## config.mk

```make
export PLATFORM = sky130hd
export DESIGN_NAME = ctrl_flow_sig_monitor
export DESIGN_NICKNAME = d
export VERILOG_FILES = /design/src/rtl/sigwd_pkg.sv /design/src/rtl/sigwd_accum.sv /design/src/rtl/sigwd_cmp.sv /design/src/rtl/sigwd_nop_mux.sv /design/src/rtl/ctrl_flow_sig_monitor.sv
export SDC_FILE = /design/constraint.sdc
export NUM_CORES = 1
export LEC_CHECK = 0
export ABC_AREA = 1
export BUFFER_PORTS_ARGS = -buffer_cell sky130_fd_sc_hd__buf_4
export CORE_MARGIN = 4
export CORE_UTILIZATION = 60
export DETAILED_ROUTE_END_ITERATION = 16
export PLACE_DENSITY = 0.9
export SETUP_SLACK_MARGIN = 0.15
export SYNTH_ARGS = -nofsm -noshare
export SYNTH_HDL_FRONTEND = slang
export SYNTH_SLANG_ARGS = --single-unit
```

## constraint.sdc

```tcl
create_clock -name clk_i -period 3.2 [get_ports clk_i]
set_input_delay 0.48 -clock clk_i [delete_from_list [all_inputs] [get_ports clk_i]]
set_output_delay 0.48 -clock clk_i [all_outputs]
set_load 0.02 [all_outputs]
```

## src/rtl/sigwd_pkg.sv

```systemverilog
package sigwd_pkg;
  typedef enum logic [1:0] {
    TAG_INSN = 2'b00,
    TAG_SIG  = 2'b01,
    TAG_RSV2 = 2'b10,
    TAG_RSV3 = 2'b11
  } tag_e;
endpackage

```

## src/rtl/sigwd_accum.sv

```systemverilog
module sigwd_accum #(
  parameter int DW = 32
) (
  input  logic          clk_i,
  input  logic          rst_ni,
  input  logic          add_i,
  input  logic          clr_i,
  input  logic [DW-1:0] word_i,
  output logic [DW-1:0] sum_o
);
  always_ff @(posedge clk_i or negedge rst_ni) begin
    if (!rst_ni)     sum_o <= '0;
    else if (clr_i)  sum_o <= '0;
    else if (add_i)  sum_o <= sum_o + word_i; // wraps mod 2^DW
  end

  AST_ACC_CLEAR: assert property (@(posedge clk_i) disable iff (!rst_ni)
    clr_i |=> sum_o == '0);
  AST_ACC_HOLD: assert property (@(posedge clk_i) disable iff (!rst_ni)
    (!add_i && !clr_i) |=> $stable(sum_o));
endmodule

```

## src/rtl/sigwd_cmp.sv

```systemverilog
module sigwd_cmp #(
  parameter int DW = 32
) (
  input  logic          clk_i,
  input  logic          rst_ni,
  input  logic          chk_i,
  input  logic [DW-1:0] calc_i,
  input  logic [DW-1:0] ref_i,
  output logic          err_o,
  output logic [DW-1:0] calc_o,
  output logic [DW-1:0] ref_o
);
  logic miss;
  assign miss = chk_i && (calc_i != ref_i);

  always_ff @(posedge clk_i or negedge rst_ni) begin
    if (!rst_ni) begin
      err_o  <= 1'b0;
      calc_o <= '0;
      ref_o  <= '0;
    end else if (miss && !err_o) begin
      err_o  <= 1'b1;
      calc_o <= calc_i;
      ref_o  <= ref_i;
    end
  end

  AST_ERR_STICKY: assert property (@(posedge clk_i) disable iff (!rst_ni)
    err_o |=> err_o);
  AST_ERR_HELD: assert property (@(posedge clk_i) disable iff (!rst_ni)
    err_o |=> ($stable(calc_o) && $stable(ref_o)));
  AST_ERR_SET: assert property (@(posedge clk_i) disable iff (!rst_ni)
    (chk_i && calc_i != ref_i) |=> err_o);
endmodule

```

## src/rtl/sigwd_nop_mux.sv

```systemverilog
module sigwd_nop_mux #(
  parameter int          DW       = 32,
  parameter logic [31:0] NOP_WORD = 32'hF0F0_0000
) (
  input  logic          sel_i,
  input  logic [DW-1:0] data_i,
  output logic [DW-1:0] data_o
);
  localparam logic [DW-1:0] NopW = DW'(NOP_WORD);
  assign data_o = sel_i ? NopW : data_i;
endmodule

```

## src/rtl/ctrl_flow_sig_monitor.sv

```systemverilog
module ctrl_flow_sig_monitor
  import sigwd_pkg::*;
#(
  parameter int          DATA_W   = 32,
  parameter logic [31:0] NOP_WORD = 32'hF0F0_0000
) (
  input  logic              clk_i,
  input  logic              rst_ni,
  input  logic              bus_valid_i,
  input  logic [1:0]        bus_tag_i,
  input  logic [DATA_W-1:0] bus_data_i,
  output logic [DATA_W-1:0] cpu_data_o,
  output logic              sig_err_o,
  output logic              tag_fault_o,
  output logic [DATA_W-1:0] err_calc_o,
  output logic [DATA_W-1:0] err_ref_o
);
  tag_e              tag;
  logic              is_insn, is_sig, is_rsv;
  logic [DATA_W-1:0] run_sum;

  assign tag     = tag_e'(bus_tag_i);
  assign is_insn = bus_valid_i && (tag == TAG_INSN);
  assign is_sig  = bus_valid_i && (tag == TAG_SIG);
  assign is_rsv  = bus_valid_i && (tag == TAG_RSV2 || tag == TAG_RSV3);

  sigwd_accum #(.DW(DATA_W)) u_accum (
    .clk_i  (clk_i),
    .rst_ni (rst_ni),
    .add_i  (is_insn),
    .clr_i  (is_sig),
    .word_i (bus_data_i),
    .sum_o  (run_sum)
  );

  sigwd_cmp #(.DW(DATA_W)) u_cmp (
    .clk_i  (clk_i),
    .rst_ni (rst_ni),
    .chk_i  (is_sig),
    .calc_i (run_sum),
    .ref_i  (bus_data_i),
    .err_o  (sig_err_o),
    .calc_o (err_calc_o),
    .ref_o  (err_ref_o)
  );

  sigwd_nop_mux #(.DW(DATA_W), .NOP_WORD(NOP_WORD)) u_mux (
    .sel_i  (is_sig),
    .data_i (bus_data_i),
    .data_o (cpu_data_o)
  );

  always_ff @(posedge clk_i or negedge rst_ni) begin
    if (!rst_ni)     tag_fault_o <= 1'b0;
    else if (is_rsv) tag_fault_o <= 1'b1;
  end

  AST_NOP_ON_SIG: assert property (@(posedge clk_i) disable iff (!rst_ni)
    (bus_valid_i && bus_tag_i == 2'b01) |-> cpu_data_o == DATA_W'(NOP_WORD));
  AST_PASS_THRU: assert property (@(posedge clk_i) disable iff (!rst_ni)
    !(bus_valid_i && bus_tag_i == 2'b01) |-> cpu_data_o == bus_data_i);
  AST_FAULT_SET: assert property (@(posedge clk_i) disable iff (!rst_ni)
    (bus_valid_i && bus_tag_i[1]) |=> tag_fault_o);
  AST_FAULT_STICKY: assert property (@(posedge clk_i) disable iff (!rst_ni)
    tag_fault_o |=> tag_fault_o);
  AST_IDLE_FLAGS: assert property (@(posedge clk_i) disable iff (!rst_ni)
    !bus_valid_i |=> ($stable(sig_err_o) && $stable(tag_fault_o)));
endmodule

```

-- Word level (Yosys, flattened, before mapping)
Index checks and enable logic that the tools add are counted.
- register bits: 98
- bits in latches: 0
- RAM bits: 0
- memory bits (read-only): 0
- input bits: 37
- output and inout port bits: 98
- logic and storage cells: 22
- memories: 0
- add/subtract/negate cells: 1
- multipliers: 0
- divide/modulo/power cells: 0
- magnitude comparators: 0
- equal/unequal tests: 4
- shift-type cells: 0
- mux-type cells: 3
- bitwise gates (word level): 0
- reductions and logical operators: 9
- operators with widths (operator ; count):
    32-bit two-way mux ; 3
    32-bit adder ; 1
    32-bit inequality test ; 1
    1-bit logical AND ; 5
    2-bit == test, second input constant ; 2
    2-bit by 1-bit == test with 1-bit output, second input constant ; 1
    2-bit logical NOT ; 1
    2-bit nonzero test ; 1
    1-bit logical NOT ; 1
    1-bit logical OR ; 1

-- Longest topological paths before layout
- depth after elaboration: 4
- depth in mapped cells: 13
- mapped depth without buffers: 13

-- Hierarchy
Synthesis repeated with hierarchy kept, for this count alone.
- cell total of the unflattened synthesis: 1084
- area, all modules: 7188.1 um2
- modules (own cells, without submodules) (module ; times used ; cells each ; area each (um2) ; sequential area each (um2)):
    sigwd_accum ; 1 ; 625 ; 3545.9 ; 800.8
    sigwd_cmp ; 1 ; 382 ; 3299.4 ; 1626.6
    sigwd_nop_mux ; 1 ; 68 ; 287.8 ; 0.0
    ctrl_flow_sig_monitor ; 1 ; 9 ; 55.1 ; 25.0

-- Worst setup path after synthesis
OpenSTA, ideal clock, no wires.
- path type: input -> register
- start point: input bus_data_i[0]
- end point: register u_accum.sum_o[16]
- library setup time: 0.130 ns
- data arrival time: 1.991 ns
- data required time: 3.070 ns
- setup slack: 1.079 ns
- cell stages on the path: 11
- buffers on the path: 0
- cells stage by stage: ha_1 -> fa_1 -> nand3_1 -> nand3_1 -> nand2_1 -> nand2_1 -> nand2_1 -> nand2_1 -> or2_2 -> nand3_1 -> o21ai_0
- longest elaborated chain between the ends: 3
- RTL lines (what ; RTL line ; source):
    from (decl) ; ctrl_flow_sig_monitor.sv:11 ; input logic [DATA_W-1:0] bus_data_i,
    32-bit adder ; sigwd_accum.sv:14 ; else if (add_i) sum_o <= sum_o + word_i;
    32-bit two-way mux ; sigwd_accum.sv:14 ;
    32-bit two-way mux ; sigwd_accum.sv:13 ; else if (clr_i) sum_o <= '0;
    to (signal assigned) ; sigwd_accum.sv:14 ;
    to (decl) ; sigwd_accum.sv:9 ; output logic [DW-1:0] sum_o
Every way passes these cells. The select of a mux whose other input is x is not followed.
A chain may end at the register's enable or synchronous reset.

-- Worst setup path after layout
- start point: input bus_tag_i[1]
- end point: output cpu_data_o[23]
- longest elaborated chain between the ends: 3
- RTL lines (what ; RTL line ; source):
    from (decl) ; ctrl_flow_sig_monitor.sv:10 ; input logic [1:0] bus_tag_i,
    2-bit by 1-bit == test with 1-bit output ; ctrl_flow_sig_monitor.sv:24 ; assign is_sig = bus_valid_i && (tag == TAG_SIG);
    1-bit logical AND ; ctrl_flow_sig_monitor.sv:24 ;
    32-bit two-way mux ; sigwd_nop_mux.sv:10 ; assign data_o = sel_i ? NopW : data_i;
    to (decl) ; ctrl_flow_sig_monitor.sv:12 ; output logic [DATA_W-1:0] cpu_data_o,
Every way passes these cells.

==> impl_metrics.yaml <==
run_status:
  status: "finished clean"
cts:
  clkTransAtPathRegs_ns: 0.10
  cts.sinks: 98
  cts.htree.levels: 3
  cts_tree: "done"
  cts_resized: 0
  clk_latency_ns: 0.38
  cts_max_path_buffers: 2
  postCtsSetupBuffers: 0
  cts_buffers: 9
  root_buffer: "clkbuf_8"
  cts_hold_buffers: 0
power_and_ir_drop:
  comb_power_share_pct: 41.5
  powerDensity_mw_per_mm2: 490.7
  ir_worst_vdd_mv: 0.2785
  p_sw_share_pct: 42.69
  switchingPower_mw: 1.591
  p_leak_nw: 4.487
  clockPowerShare_pct: 20.4
  power_frac_seq_pct: 38.1
  p_int_mw: 2.135
die:
  fp.coreArea_mm2: 0.01028
  die_w_um: 110.7
  ios: 135
  die_area_mm2: 0.01225
  start_util_pct: 61.57
  fp.dieH_um: 110.7
  rows: 37
worst_setup_path:
  worstSetupPathType: "input pin to output pin"
  cp.arrival_ns: 1.92
  crit_path_end_kind: "output pin"
  ff2ff_path_depth: 11
  startpoint_type: "input pin"
  rrSetupSlack_ns: 0.92
  required_ns: 2.72
  cp_max_fo: 16
sta:
  rsz0062_at_grt: "no"
  max_slew_margin_pct: 66.81
  fin_setup_tns_ns: 0
  finalCritPeriodShare_pct: 74.91
  setup_violations: 0
  max_freq_mhz: 417.1
  final_max_slew_viol_count: 0
  final_period_minus_worst_setup_slack_ns: 2.397
  fin_skew_ns: 0.01762
  tightest_slew_ns: 0.4966
  hold_viol: 0
final_layout:
  final_cells: 1221
  diodes: 0
  postLayoutCellArea_mm2: 0.007594
  drive_above_1_share_pct: 15.02
  area_growth_syn_to_layout_pct: 20.01
  regArea_mm2: 0.002452
  multiInputGateArea_mm2: 0.003005
  n_fill_cell: 842
  nNetsFinal: 1150
logic_synthesis:
  syn-num-nets: 1019
  ys_types: 30
  synth_edf_count: 0
  yosys-top-cells-area: "dfrtp_1 (39%), nand2_1 (20%), inv_1 (11%)"
  yosysMostFrequentCell: "nand2_1"
  netlist_area_mm2: 0.006327
  yosysTopAreaCell: "dfrtp_1"
  ys.flop_type: "dfrtp_1"
  synth_top_area_share_pct: 38.76
  avgSynthCellArea_um2: 6.660
  yosysSeqAreaShare_pct: 38.76
  synth_cells: 950
  yosys_warnings: 0
  async_reset_ff_share_pct: 100.0
  synth_commonest_cells: "nand2_1 (337), inv_1 (188), dfrtp_1 (98), nor2_1 (73), o21ai_1 (55)"
  synth_seq_cells: 98
global_routing:
  grt_overflow: 0
  grt_pass1_vias: 5835
  grt_pass1_wl_um: 29640
  grt_start_max_net_pins: 69
  grt_antenna_before_repair: 0
  grt_use_total_pct: 29.76
detailed_routing:
  drt_iter0_drc: 676
  wirelength_um: 18100
  vias: 6311
  via_per_inst: 5.169
  firstDrtPassIters: 5
  drc: 0
  detail_route.wl_per_cell_um: 14.83
  ant_nets: 0
placement:
  portBuffers: 134
  routabilityCongestion: 0.9871
  placed_cells: 1206
  dpl_cell_area_mm2: 0.007428
  place_hpwl_um: 14330
worst_hold_path:
  hold_path.class: "input pin to asynchronous set/reset pin"
job:
  drv_cap: 0
## metal layers
layer	up-vias	track usage, %	wire, µm
met5	-	0	0
met4	0	8.785	338
met3	31	4.312	1495
met2	248	45.39	7939
met1	2871	44.18	8330
li1	3161	-	-
## placed cells by master (no fill, tap or decap), drive strengths merged, types with 10 or more instances in the layout
cell and n:
a21oi 27, buf 142, clkbuf 10, dfrtp 98
ha 31, inv 191, nand2 337, nand3 48
nor2 75, o21ai 89
## cell type report
type	count	area share (%)
multi-input combinational	641	39.58
tap	136	2.241
sequential	98	32.30
inverter	189	9.343
clock inverter	5	0.4943
clock buffer	10	1.681
timing repair buffer	142	14.37
## power groups by stage
| stage | logic (mW) | clock network [mW] | registers, mW |
|---|---|---|---|
| after global routing | 1.77 | 0.802 | 1.43 |
| after floorplan | 1.09 | 0 | 1.42 |
| after CTS | 1.52 | 0.762 | 1.42 |
| after global placement | 1.49 | 0 | 1.43 |
| after detailed placement | 1.51 | 0 | 1.44 |
| final | 1.55 | 0.761 | 1.42 |
## registers in the layout, summed over array words and instances (netlist names)
signal	count
u_accum.sum_o	32
tag_fault_o	1
u_cmp.ref_o	32
u_cmp.err_o	1
u_cmp.calc_o	32
## kinds of logic (layout without fill, tap and decap cells)
kind of cell / count (synthesis) / after routing / share of synthesized area (%)
xor gates and xnor gates: 2 / 2 / 0.2769
adders and majority gates: 32 / 32 / 6.446
and+or+nand+nor: 481 / 481 / 30.41
AOI/OAI and AO/OA: 126 / 126 / 10.24
DFF: 98 / 98 / 38.76
buffers and inverters: 211 / 346 / 13.86
## through the flow
stage	worst slack, ns	hold slack [ns]	util [%]	power [mW]
floorplan	1.079	0.1844	-	2.501
global placement	0.8071	0.4410	72.28	2.928
detailed placement	0.7606	0.4685	72.28	2.953
CTS	0.7956	0.05951	73.89	3.701
global route	0.6765	0.08102	73.89	4.006
finish	0.8027	0.04690	73.89	3.726
## critical path: stages
cell and delay, ns:
buf_4 0.12, nor2_2 0.17, inv_2 0.17, nor2_4 0.43
inv_1 0.26, nand2_1 0.12, buf_4 0.14
## path summary, 6_finish.rpt
check | end | startpoint
setup / recovery | cpu_data_o[23] | bus_tag_i[1]
hold / removal | u_cmp.ref_o[28] | rst_ni
setup reg to reg | u_accum.sum_o[16] | u_accum.sum_o[0]
hold reg to reg | tag_fault_o | tag_fault_o
max in group asynchronous | u_accum.sum_o[22] | rst_ni
min in group clk_i | tag_fault_o | bus_valid_i
No activity file was read; power rests on OpenSTA's default activity.
